$ cat src/rtl/seg_pkg.sv
package seg_pkg;
  localparam int UNIT_SHIFT = 23;
  localparam int UNIT_W     = 8;
  localparam int ADDR_W     = UNIT_SHIFT + UNIT_W;

  typedef logic [UNIT_W-1:0] unit_t;

  // Reset start unit of chip select idx: back-to-back layout from the base.
  function automatic unit_t dflt_start(int idx, int base, int first, int rest);
    if (idx == 0) return unit_t'(base);
    return unit_t'(base + first + (idx - 1) * rest);
  endfunction

  function automatic unit_t dflt_end(int idx, int base, int first, int rest);
    return unit_t'(int'(dflt_start(idx, base, first, rest)) + ((idx == 0) ? first : rest));
  endfunction

  function automatic logic is_pow2(unit_t v);
    return (v & (v - unit_t'(1))) == '0;
  endfunction
endpackage

$ cat src/rtl/seg_reg_bank.sv
module seg_reg_bank #(
  parameter int NUM_CS    = 5,
  parameter int CS_W      = 3,
  parameter int BASE_UNIT = 64,
  parameter int CS0_UNITS = 8,
  parameter int CSN_UNITS = 4
) (
  input  logic                                 clk,
  input  logic                                 rst,
  input  logic                                 commit,
  input  logic [CS_W-1:0]                      commit_cs,
  input  seg_pkg::unit_t                       commit_start,
  input  seg_pkg::unit_t                       commit_end,
  input  logic [CS_W-1:0]                      rd_cs,
  output logic [31:0]                          rd_data,
  output logic [NUM_CS-1:0][seg_pkg::UNIT_W-1:0] seg_start,
  output logic [NUM_CS-1:0][seg_pkg::UNIT_W-1:0] seg_end
);
  import seg_pkg::*;

  for (genvar g = 0; g < NUM_CS; g++) begin : g_seg
    localparam unit_t RST_START = dflt_start(g, BASE_UNIT, CS0_UNITS, CSN_UNITS);
    localparam unit_t RST_END   = dflt_end(g, BASE_UNIT, CS0_UNITS, CSN_UNITS);
    always_ff @(posedge clk) begin
      if (rst) begin
        seg_start[g] <= RST_START;
        seg_end[g]   <= RST_END;
      end else if (commit && commit_cs == CS_W'(g)) begin
        seg_start[g] <= commit_start;
        seg_end[g]   <= commit_end;
      end
    end
  end

  logic [31:0] rd_mux;
  always_comb begin
    rd_mux = '0;
    for (int i = 0; i < NUM_CS; i++)
      if (rd_cs == CS_W'(i)) rd_mux = {seg_end[i], seg_start[i], 16'h0000};
  end

  always_ff @(posedge clk) begin
    if (rst) rd_data <= '0;
    else     rd_data <= rd_mux;
  end
endmodule

$ cat src/rtl/seg_wr_check.sv
module seg_wr_check #(
  parameter int NUM_CS    = 5,
  parameter int CS_W      = 3,
  parameter int BASE_UNIT = 64,
  parameter int WIN_UNITS = 32
) (
  input  logic                                   wr_en,
  input  logic [CS_W-1:0]                        wr_cs,
  input  logic [31:0]                            wr_data,
  input  logic [NUM_CS-1:0][seg_pkg::UNIT_W-1:0] seg_start,
  input  logic [NUM_CS-1:0][seg_pkg::UNIT_W-1:0] seg_end,
  output logic                                   commit,
  output seg_pkg::unit_t                         new_start,
  output seg_pkg::unit_t                         new_end,
  output logic                                   reject,
  output logic                                   misalign,
  output logic                                   overlap
);
  import seg_pkg::*;
  localparam int LIMIT_UNIT = BASE_UNIT + WIN_UNITS;

  unit_t raw_start, raw_end, cur_start, cur_end, eff_end, size_u;
  logic  cs_ok, same, outside, bad_align, act;
  logic [NUM_CS-1:0] hit;

  assign raw_end   = wr_data[31:24];
  assign raw_start = wr_data[23:16];
  assign cs_ok     = int'(wr_cs) < NUM_CS;

  always_comb begin
    cur_start = '0;
    cur_end   = '0;
    for (int i = 0; i < NUM_CS; i++)
      if (wr_cs == CS_W'(i)) begin
        cur_start = seg_start[i];
        cur_end   = seg_end[i];
      end
  end

  assign same      = (raw_start == cur_start) && (raw_end == cur_end);
  assign new_start = (wr_cs == '0) ? unit_t'(BASE_UNIT) : raw_start;
  assign new_end   = raw_end;
  assign outside   = (int'(new_end) <= BASE_UNIT) || (int'(new_start) > LIMIT_UNIT);
  assign eff_end   = (new_end > new_start) ? new_end : new_start;
  assign size_u    = eff_end - new_start;
  assign bad_align = (size_u != '0) &&
                     (!is_pow2(size_u) || ((new_start & (size_u - unit_t'(1))) != '0));

  for (genvar g = 0; g < NUM_CS; g++) begin : g_ovl
    assign hit[g] = (wr_cs != CS_W'(g)) && (eff_end > seg_start[g]) && (new_start < seg_end[g]);
  end

  assign act      = wr_en && cs_ok && !same;
  assign commit   = act && !outside;
  assign reject   = act && outside;
  assign misalign = commit && bad_align;
  assign overlap  = commit && (|hit);
endmodule

$ cat src/rtl/seg_decode.sv
module seg_decode #(
  parameter int NUM_CS = 5,
  parameter int CS_W   = 3
) (
  input  logic                                   clk,
  input  logic                                   rst,
  input  logic                                   dec_valid,
  input  logic                                   dec_direct,
  input  logic [CS_W-1:0]                        dec_cs,
  input  logic [seg_pkg::ADDR_W-1:0]             dec_addr,
  input  logic [NUM_CS-1:0][seg_pkg::UNIT_W-1:0] seg_start,
  input  logic [NUM_CS-1:0][seg_pkg::UNIT_W-1:0] seg_end,
  output logic                                   out_valid,
  output logic [CS_W-1:0]                        out_cs,
  output logic [seg_pkg::ADDR_W-1:0]             out_offset,
  output logic                                   out_miss,
  output logic                                   out_range
);
  import seg_pkg::*;

  unit_t a_unit, win_start, d_start, d_end, d_size;
  logic  win_hit, d_ok;
  logic [CS_W-1:0]   win_cs;
  logic [ADDR_W-1:0] d_bytes;
  logic [CS_W-1:0]   n_cs;
  logic [ADDR_W-1:0] n_off;
  logic              n_miss, n_range;

  assign a_unit = dec_addr[ADDR_W-1 -: UNIT_W];

  // Priority search: scan from the top so the lowest match is kept last.
  always_comb begin
    win_hit   = 1'b0;
    win_cs    = '0;
    win_start = '0;
    for (int i = NUM_CS - 1; i >= 0; i--)
      if (a_unit >= seg_start[i] && a_unit < seg_end[i]) begin
        win_hit   = 1'b1;
        win_cs    = CS_W'(i);
        win_start = seg_start[i];
      end
  end

  always_comb begin
    d_start = '0;
    d_end   = '0;
    for (int i = 0; i < NUM_CS; i++)
      if (dec_cs == CS_W'(i)) begin
        d_start = seg_start[i];
        d_end   = seg_end[i];
      end
  end

  assign d_ok    = int'(dec_cs) < NUM_CS;
  assign d_size  = (d_end > d_start) ? (d_end - d_start) : '0;
  assign d_bytes = {d_size, {UNIT_SHIFT{1'b0}}};

  always_comb begin
    n_cs = '0; n_off = '0; n_miss = 1'b0; n_range = 1'b0;
    if (dec_direct) begin
      if (!d_ok) n_miss = 1'b1;
      else begin
        n_cs    = dec_cs;
        n_range = dec_addr >= d_bytes;
        n_off   = (d_size == '0) ? '0 : (dec_addr & (d_bytes - ADDR_W'(1)));
      end
    end else if (!win_hit) begin
      n_miss = 1'b1;
    end else begin
      n_cs  = win_cs;
      n_off = dec_addr - {win_start, {UNIT_SHIFT{1'b0}}};
    end
  end

  always_ff @(posedge clk) begin
    if (rst) begin
      out_valid <= 1'b0; out_cs <= '0; out_offset <= '0; out_miss <= 1'b0; out_range <= 1'b0;
    end else begin
      out_valid  <= dec_valid;
      out_cs     <= dec_valid ? n_cs    : '0;
      out_offset <= dec_valid ? n_off   : '0;
      out_miss   <= dec_valid && n_miss;
      out_range  <= dec_valid && n_range;
    end
  end
endmodule

$ cat src/rtl/seg_window_decoder.sv
module seg_window_decoder #(
  parameter  int NUM_CS    = 5,
  parameter  int BASE_UNIT = 64,
  parameter  int WIN_UNITS = 32,
  parameter  int CS0_UNITS = 8,
  parameter  int CSN_UNITS = 4,
  localparam int CS_W      = (NUM_CS > 1) ? $clog2(NUM_CS) : 1,
  localparam int AW        = seg_pkg::ADDR_W
) (
  input  logic            clk,
  input  logic            rst,
  input  logic            reg_wr_en,
  input  logic [CS_W-1:0] reg_wr_cs,
  input  logic [31:0]     reg_wr_data,
  input  logic [CS_W-1:0] reg_rd_cs,
  output logic [31:0]     reg_rd_data,
  output logic            wr_reject,
  output logic            wr_align_err,
  output logic            wr_overlap_err,
  input  logic            dec_valid,
  input  logic            dec_direct,
  input  logic [CS_W-1:0] dec_cs,
  input  logic [AW-1:0]   dec_addr,
  output logic            dec_out_valid,
  output logic [CS_W-1:0] dec_out_cs,
  output logic [AW-1:0]   dec_out_offset,
  output logic            dec_out_miss,
  output logic            dec_out_range
);
  import seg_pkg::*;

  logic [NUM_CS-1:0][UNIT_W-1:0] seg_start, seg_end;
  logic  commit, chk_reject, chk_align, chk_overlap;
  unit_t new_start, new_end;

  seg_wr_check #(.NUM_CS(NUM_CS), .CS_W(CS_W), .BASE_UNIT(BASE_UNIT), .WIN_UNITS(WIN_UNITS)) u_check (
    .wr_en(reg_wr_en), .wr_cs(reg_wr_cs), .wr_data(reg_wr_data),
    .seg_start(seg_start), .seg_end(seg_end),
    .commit(commit), .new_start(new_start), .new_end(new_end),
    .reject(chk_reject), .misalign(chk_align), .overlap(chk_overlap)
  );

  seg_reg_bank #(.NUM_CS(NUM_CS), .CS_W(CS_W), .BASE_UNIT(BASE_UNIT),
                 .CS0_UNITS(CS0_UNITS), .CSN_UNITS(CSN_UNITS)) u_bank (
    .clk(clk), .rst(rst), .commit(commit), .commit_cs(reg_wr_cs),
    .commit_start(new_start), .commit_end(new_end),
    .rd_cs(reg_rd_cs), .rd_data(reg_rd_data),
    .seg_start(seg_start), .seg_end(seg_end)
  );

  seg_decode #(.NUM_CS(NUM_CS), .CS_W(CS_W)) u_dec (
    .clk(clk), .rst(rst), .dec_valid(dec_valid), .dec_direct(dec_direct),
    .dec_cs(dec_cs), .dec_addr(dec_addr), .seg_start(seg_start), .seg_end(seg_end),
    .out_valid(dec_out_valid), .out_cs(dec_out_cs), .out_offset(dec_out_offset),
    .out_miss(dec_out_miss), .out_range(dec_out_range)
  );

  always_ff @(posedge clk) begin
    if (rst) begin
      wr_reject <= 1'b0; wr_align_err <= 1'b0; wr_overlap_err <= 1'b0;
    end else begin
      wr_reject      <= chk_reject;
      wr_align_err   <= chk_align;
      wr_overlap_err <= chk_overlap;
    end
  end
endmodule

$ cat config.mk
export PLATFORM = sky130hd
export DESIGN_NAME = seg_window_decoder
export DESIGN_NICKNAME = d
export VERILOG_FILES = /design/src/rtl/seg_pkg.sv /design/src/rtl/seg_reg_bank.sv /design/src/rtl/seg_wr_check.sv /design/src/rtl/seg_decode.sv /design/src/rtl/seg_window_decoder.sv
export SDC_FILE = /design/constraint.sdc
export NUM_CORES = 1
export LEC_CHECK = 0
export ABC_AREA = 1
export CORE_MARGIN = 2
export CORE_UTILIZATION = 47
export CTS_BUF_LIST = sky130_fd_sc_hd__clkbuf_8
export CTS_CLUSTER_SIZE = 30
export DETAILED_ROUTE_END_ITERATION = 12
export PLACE_DENSITY = 0.78
export SYNTH_ARGS = -nofsm -noshare
export SYNTH_HDL_FRONTEND = slang
export SYNTH_SLANG_ARGS = --single-unit
$ cat constraint.sdc
create_clock -name clk -period 7.8 [get_ports clk]
set_input_delay 1.17 -clock clk [delete_from_list [all_inputs] [get_ports clk]]
set_output_delay 1.17 -clock clk [all_outputs]
set_load 0.02 [all_outputs]
=== Word-level counts from Yosys, hierarchy flattened ===
Index checks and enable logic that the tools add are counted.

* Bitwise operators: 4
* Add/subtract/negate cells: 5
* Eq/ne operators: 18
* $lt $le $gt $ge: 27
* Mux-type cells: 55
* Reduce and logical (&&, ||, !) cells: 46

{| class="wikitable"
|+ Operators with widths
! operator !! number
|-
| two-way mux 8 bit || 28
|-
| two-way mux 32 bit || 5
|-
| two-way mux 31 bit || 4
|-
| < comparator 8 bit || 10
|-
| > comparator 8 bit || 7
|-
| greater-or-equal comparator 8 bit || 5
|-
| bitwise AND 31 bit || 1
|-
| greater-or-equal comparator 31 bit || 1
|-
| subtractor 31 x 1 -> 31 bit, second input constant || 1
|-
| subtractor 31 bit || 1
|-
| logical AND 1 bit || 30
|-
| two-way mux 3 bit || 8
|-
| equality test 3 x 2 -> 1 bit, second input constant || 6
|-
| bitwise AND 8 bit || 2
|-
| equality test 8 bit || 2
|-
| logical NOT 8 bit || 2
|-
| nonzero test 8 bit || 2
|-
| subtractor 8 bit || 2
|-
| two-way mux 1 bit || 10
|-
| OR reduction 5 bit || 2
|-
| equality test 3 x 1 -> 1 bit, second input constant || 3
|-
| equality test 3 bit, second input constant || 3
|-
| logical NOT 3 bit || 3
|-
| > comparator 8 x 7 -> 1 bit, second input constant || 1
|-
| 11 further kinds || 16
|}

* Word-level logic and storage cells: 175
* Flip-flop bits (word level): 152
* Input bits: 77

=== Longest topological paths before layout ===
* Depth after elaboration: 13
* Gate-level depth with buffers: 32
* Depth with buffers taken out: 30

=== Modules after synthesis ===
From an unflattened synthesis, not the netlist that was laid out.

* Cell total of the unflattened synthesis: 2055
* Area total of the unflattened synthesis: 13202.7 µm²

{| class="wikitable"
|+ Modules (own cells, without submodules)
! module !! instances !! sequential area each (µm²) !! cells each !! area each (µm²)
|-
| seg_decode || 1 || 740.7 || 770 || 5112.4
|-
| seg_wr_check || 1 || 0.0 || 724 || 4038.9
|-
| seg_reg_bank || 1 || 1921.8 || 552 || 3968.8
|-
| seg_window_decoder || 1 || 60.1 || 9 || 82.6
|}

=== Least setup slack after synthesis ===
No wires, ideal clock.

* Kind: input port to flip-flop
* Start: input port reg_wr_cs[0]
* End: register wr_align_err
* Stages: 32
* Arrival: 6.074 ns
* Setup time: 0.118 ns
* Data required time: 7.682 ns
* Setup slack: 1.607 ns
* Path through: buf_2 > inv_2 > nand2_2 > nor2_4 > buf_6 > nor2_1 > inv_1 > ha_1 > nand2_1 > nor2_1 > nand2_1 > o211ai_1 > nand2_1 > clkbuf_1 > o21ai_0 > ha_1 > a21oi_1 > o21ai_0 > xor2_1 > inv_1 > or2_2 > nor2_1 > inv_1 > nor2_1 > nand2_1 > ha_1 > nor3_1 > o211ai_1 > nor4_1 > nand3_1 > nand3_1 > nor2_1

* Word-level cells in the longest chain between the ends: 12

{| class="wikitable"
|+ Ends and longest elaborated chain
! element !! line !! source
|-
| start, declared || seg_window_decoder.sv:13 || <nowiki>input logic [CS_W-1:0] reg_wr_cs,</nowiki>
|-
| logical NOT 3 bit * || seg_wr_check.sv:41 || <nowiki>assign new_start = (wr_cs == '0) ? unit_t'(BASE_UNIT) : raw_start;</nowiki>
|-
| two-way mux 8 bit * || seg_wr_check.sv:41 ||
|-
| via new_start[7] || seg_window_decoder.sv:34 || <nowiki>unit_t new_start, new_end;</nowiki>
|-
| > comparator 8 bit || seg_wr_check.sv:44 || <nowiki>assign eff_end = (new_end > new_start) ? new_end : new_start;</nowiki>
|-
| two-way mux 8 bit || seg_wr_check.sv:44 ||
|-
| subtractor 8 bit || seg_wr_check.sv:45 || <nowiki>assign size_u = eff_end - new_start;</nowiki>
|-
| subtractor 8 x 1 -> 8 bit || seg_pkg.sv:19, seg_wr_check.sv:47 ||
|-
| bitwise AND 8 bit || seg_pkg.sv:19 || <nowiki>return (v & (v - unit_t'(1))) == '0;</nowiki>
|-
| logical NOT 8 bit || seg_pkg.sv:19 ||
|-
| logical NOT 1 bit || seg_wr_check.sv:47 || <nowiki>(!is_pow2(size_u) || ((new_start & (size_u - unit_t'(1))) != '0));</nowiki>
|-
| logical OR 1 bit || seg_wr_check.sv:47 ||
|-
| logical AND 1 bit || seg_wr_check.sv:46 || <nowiki>assign bad_align = (size_u != '0) &&</nowiki>
|-
| logical AND 1 bit * || seg_wr_check.sv:56 || <nowiki>assign misalign = commit && bad_align;</nowiki>
|-
| end signal, assigned || seg_window_decoder.sv:63 || <nowiki>wr_align_err <= chk_align;</nowiki>
|-
| end, declared || seg_window_decoder.sv:18 || <nowiki>output logic wr_align_err,</nowiki>
|}

Mark *: on every way through the listed nets, which the timed path passes. The rest lies on a longest branch.
A chain may end at the register's enable or synchronous reset.

=== Worst setup path in the final report ===
* Start: input port reg_wr_cs[1]
* End: register wr_align_err

Same word-level chain as after synthesis.

==> flow_metrics.env <==
export IMPL_outcome="complete, no violations"
export IMPL_overflow=0
export IMPL_wl_per_cell_um=20.4
export IMPL_dpl_hpwl_um=36800
export IMPL_fmax_ghz=0.152
export IMPL_antenna_cells=0
export IMPL_rsz0062_at_grt="no"
export IMPL_clock_sinks=136
export IMPL_synth_area_um2=12700
export IMPL_vias=14200
export IMPL_syn2layout_area_growth_pct=14.7
export IMPL_rr_startpoint="u_bank.seg_start[11]"
export IMPL_timing_final_crit_period_ns=6.60
export IMPL_synth_seq_cells=136
export IMPL_viasPerCell=5.94
export IMPL_worst_ir_drop_vdd_uv=92.7
export IMPL_placed_cells_incl_taps=2366
export IMPL_avgSynthCellArea_um2=6.51
export IMPL_insertion_delay_ns=0.48
export IMPL_antenna_left=0
export IMPL_final_cell_area_um2=14500
export IMPL_antenna_found_initial=0
export IMPL_yosys_most_used_dff="dfxtp_1"
export IMPL_layout_setup_ws_ns=1.20
export IMPL_syn_inst=1944
export IMPL_hp_start="u_bank.seg_start[11]"
export IMPL_cp_end_kind="register"
export IMPL_crit_arrival_ns=6.97
export IMPL_drt_iter0_markers=1990
export IMPL_hold_viol_final=0
export IMPL_async_reset_ff_frac=0
export IMPL_holdPathEnd="u_bank.seg_start[11]"
export IMPL_start_util=0.474
export IMPL_synth_top_area_cell="dfxtp_1"
export IMPL_track_usage=0.338
export IMPL_finalPower_mw=2.22
export IMPL_post_cts_buffers=0
export IMPL_r2r_end="u_dec.out_offset[2]"
export IMPL_dp_slack_ns=0.746
export IMPL_coreArea_um2=26700
export IMPL_synth_edf_count=0
export IMPL_place_area_um2=14100
export IMPL_slew_headroom=0.145
export IMPL_finalCritPeriodShare=0.846
export IMPL_power_leakage_nw=7.31
export IMPL_io_buffers=116
export IMPL_path_clk_slew_ns=0.09
export IMPL_hold_ws_ns=0.484
export IMPL_grt_pass1_vias=13000
export IMPL_hold_path_depth=2
export IMPL_power_density_nw_per_um2=153
export IMPL_tns_ns=0
export IMPL_maxSlewViolCount=0
export IMPL_cp_slowest_cell="clkdlybuf4s50_1"
export IMPL_nNetsFinal=2323
export IMPL_yosysUniqueCellTypes=52
export IMPL_drive_gt1_frac=0.0452
export IMPL_path_common_cell="nand2_1"
export IMPL_cts_htree_levels=4
export IMPL_die_h_um=168
export IMPL_final_util=0.543
export IMPL_holdBufCountCts=0
export IMPL_cpPeakStageDelay_ns=0.77
export IMPL_r2r_cells=21
export IMPL_setup_worst_path_class="in2reg"
export IMPL_ys_seq_area_frac=0.215
export IMPL_reg2reg_slack_ns=3.34
export IMPL_start_kind="input pin"
export IMPL_clk_path_buf_depth=2
export IMPL_hold_path_class="reg2reg"
export IMPL_cts_tree="built"
export IMPL_die_area_um2=28300
export IMPL_worst_pin_slew_ns=1.28
export IMPL_pin_count=149
export IMPL_rows=60
export IMPL_routabilityCongestion=1.00
export IMPL_route_detailed_drc=0
export IMPL_grt_max_degree=78
export IMPL_die_w_um=168
export IMPL_skew_ns=0.0211
export IMPL_worstPathRequired_ns=8.18
export IMPL_drt_wl_total_um=49000
export IMPL_cp_max_fo=16
export IMPL_grt_pass1_wl_um=73400
export IMPL_cts_buffers=17
export IMPL_yosysWarningCount=0
export IMPL_synth_top_area_share=0.215
export IMPL_maxCapViolCount=0
export IMPL_setup_viol=0
export IMPL_cts_resized=0
export IMPL_cts_root_buffer="clkbuf_8"
export IMPL_dr_pass1_iters=8
export IMPL_synthTopCellsByArea="dfxtp_1 21%, ha_1 20%, nand2_1 14%"
export IMPL_stdcell_count=2397
==> layout by cell type (no fill, tap or decap), drive strengths merged, types with 2 or more instances in the layout <==
cell | netlist | layout
a21boi | 7 | 7
nand2 | 490 | 490
a31oi | 22 | 22
fa | 3 | 3
clkbuf | 35 | 18
o2111ai | 5 | 5
xor2 | 7 | 7
bufinv | 0 | 4
buf | 39 | 24
a21oi | 151 | 151
clkinvlp | 0 | 3
dfxtp | 136 | 136
o21ai | 67 | 67
o21a | 8 | 8
o221ai | 6 | 6
xnor2 | 4 | 4
o21bai | 4 | 4
or2 | 7 | 7
clkdlybuf4s50 | 0 | 116
nand4 | 42 | 42
ha | 199 | 199
nor4 | 6 | 6
a211oi | 8 | 8
nor2 | 233 | 233
inv | 239 | 242
nor3 | 29 | 29
nand3b | 2 | 2
conb | 1 | 16
o211ai | 18 | 18
o22ai | 36 | 36
nand3 | 131 | 131
clkinv | 2 | 5
==> critical path, delay by kind of cell <==
| kind | cells | cell delay (ns) |
|---|---|---|
| AOI/OAI and AO/OA | 6 | 0.93 |
| xor gates and xnor gates | 1 | 0.24 |
| adders and majority gates | 3 | 0.80 |
| buffers and inverters | 5 | 1.18 |
| and+or+nand+nor | 16 | 2.63 |
==> power breakdown <==
part	switching (mW)	total (mW)	leakage [nW]	internal, mW
combinational	0.521	0.815	5.99	0.294
clock	0.324	0.677	0.212	0.353
sequential	0.0107	0.723	1.10	0.713
total	0.856	2.22	7.31	1.36
==> cells in the mapped netlist, types with 3 or more instances <==
library cell / n
nor2_2: 6
o21bai_1: 4
nand2_1: 485
or2_2: 7
ha_1: 199
nand2_2: 5
a211oi_1: 7
a21oi_1: 151
fa_1: 3
nand3_1: 130
a31oi_1: 22
o211ai_1: 18
o2111ai_1: 5
buf_2: 9
nor2_4: 3
xor2_1: 7
o21ai_0: 65
nand4_4: 4
xnor2_1: 4
inv_1: 234
nor3_1: 28
nor2_1: 223
clkbuf_1: 34
o221ai_1: 6
o22ai_1: 36
dfxtp_1: 136
o21a_1: 8
a21boi_0: 6
nor4_1: 6
buf_4: 27
inv_2: 5
nand4_1: 37
==> area by class of cell <==
type	count	area [um2]
Sequential cell	136	2720
Timing Repair Buffer	140	1340
Inverter	241	905
Clock buffer	18	248
Multi-Input combinational cell	1508	8700
Tap cell	341	427
Clock inverter	13	179
Fill cell	2650	12200
==> how the worst max path moves through the flow <==
| stage | startpoint | end |
|---|---|---|
| finish | reg_wr_cs[1] | wr_align_err |
| global route | reg_wr_cs[1] | wr_align_err |
| CTS | reg_wr_cs[1] | wr_align_err |
| detailed placement | reg_wr_cs[1] | wr_align_err |
| global placement | reg_wr_cs[1] | wr_align_err |
| floorplan | reg_wr_cs[0] | wr_align_err |
==> routing by layer <==
layer / GRT usage / vias up / share of wire
met4: 0.198 / 0 / 0.067
li1: - / 6660 / -
met1: 0.435 / 6485 / 0.40
met5: 0 / - / 0
met2: 0.536 / 890 / 0.43
met3: 0.0571 / 207 / 0.10
==> cell families after synthesis <==
group | share of synthesized area
AND/OR/NAND/NOR | 0.318
XOR/XNOR | 0.00761
adder cells (fa/ha/maj) | 0.201
AO/OA/AOI/OAI | 0.154
other | 0.000296
buffers and inverters | 0.104
flip-flops | 0.215
==> state kept, by name, summed over array words and instances (netlist names) <==
| register | count |
|---|---|
| u_bank.seg_end | 40 |
| u_bank.seg_start | 40 |
| u_dec.out_offset | 31 |
| u_bank.rd_data | 16 |
| u_dec.out_cs | 3 |
| u_dec.out_miss | 1 |
| u_dec.out_range | 1 |
| u_dec.out_valid | 1 |
| wr_align_err | 1 |
| wr_overlap_err | 1 |
| wr_reject | 1 |
No activity file was read; power rests on OpenSTA's default activity.
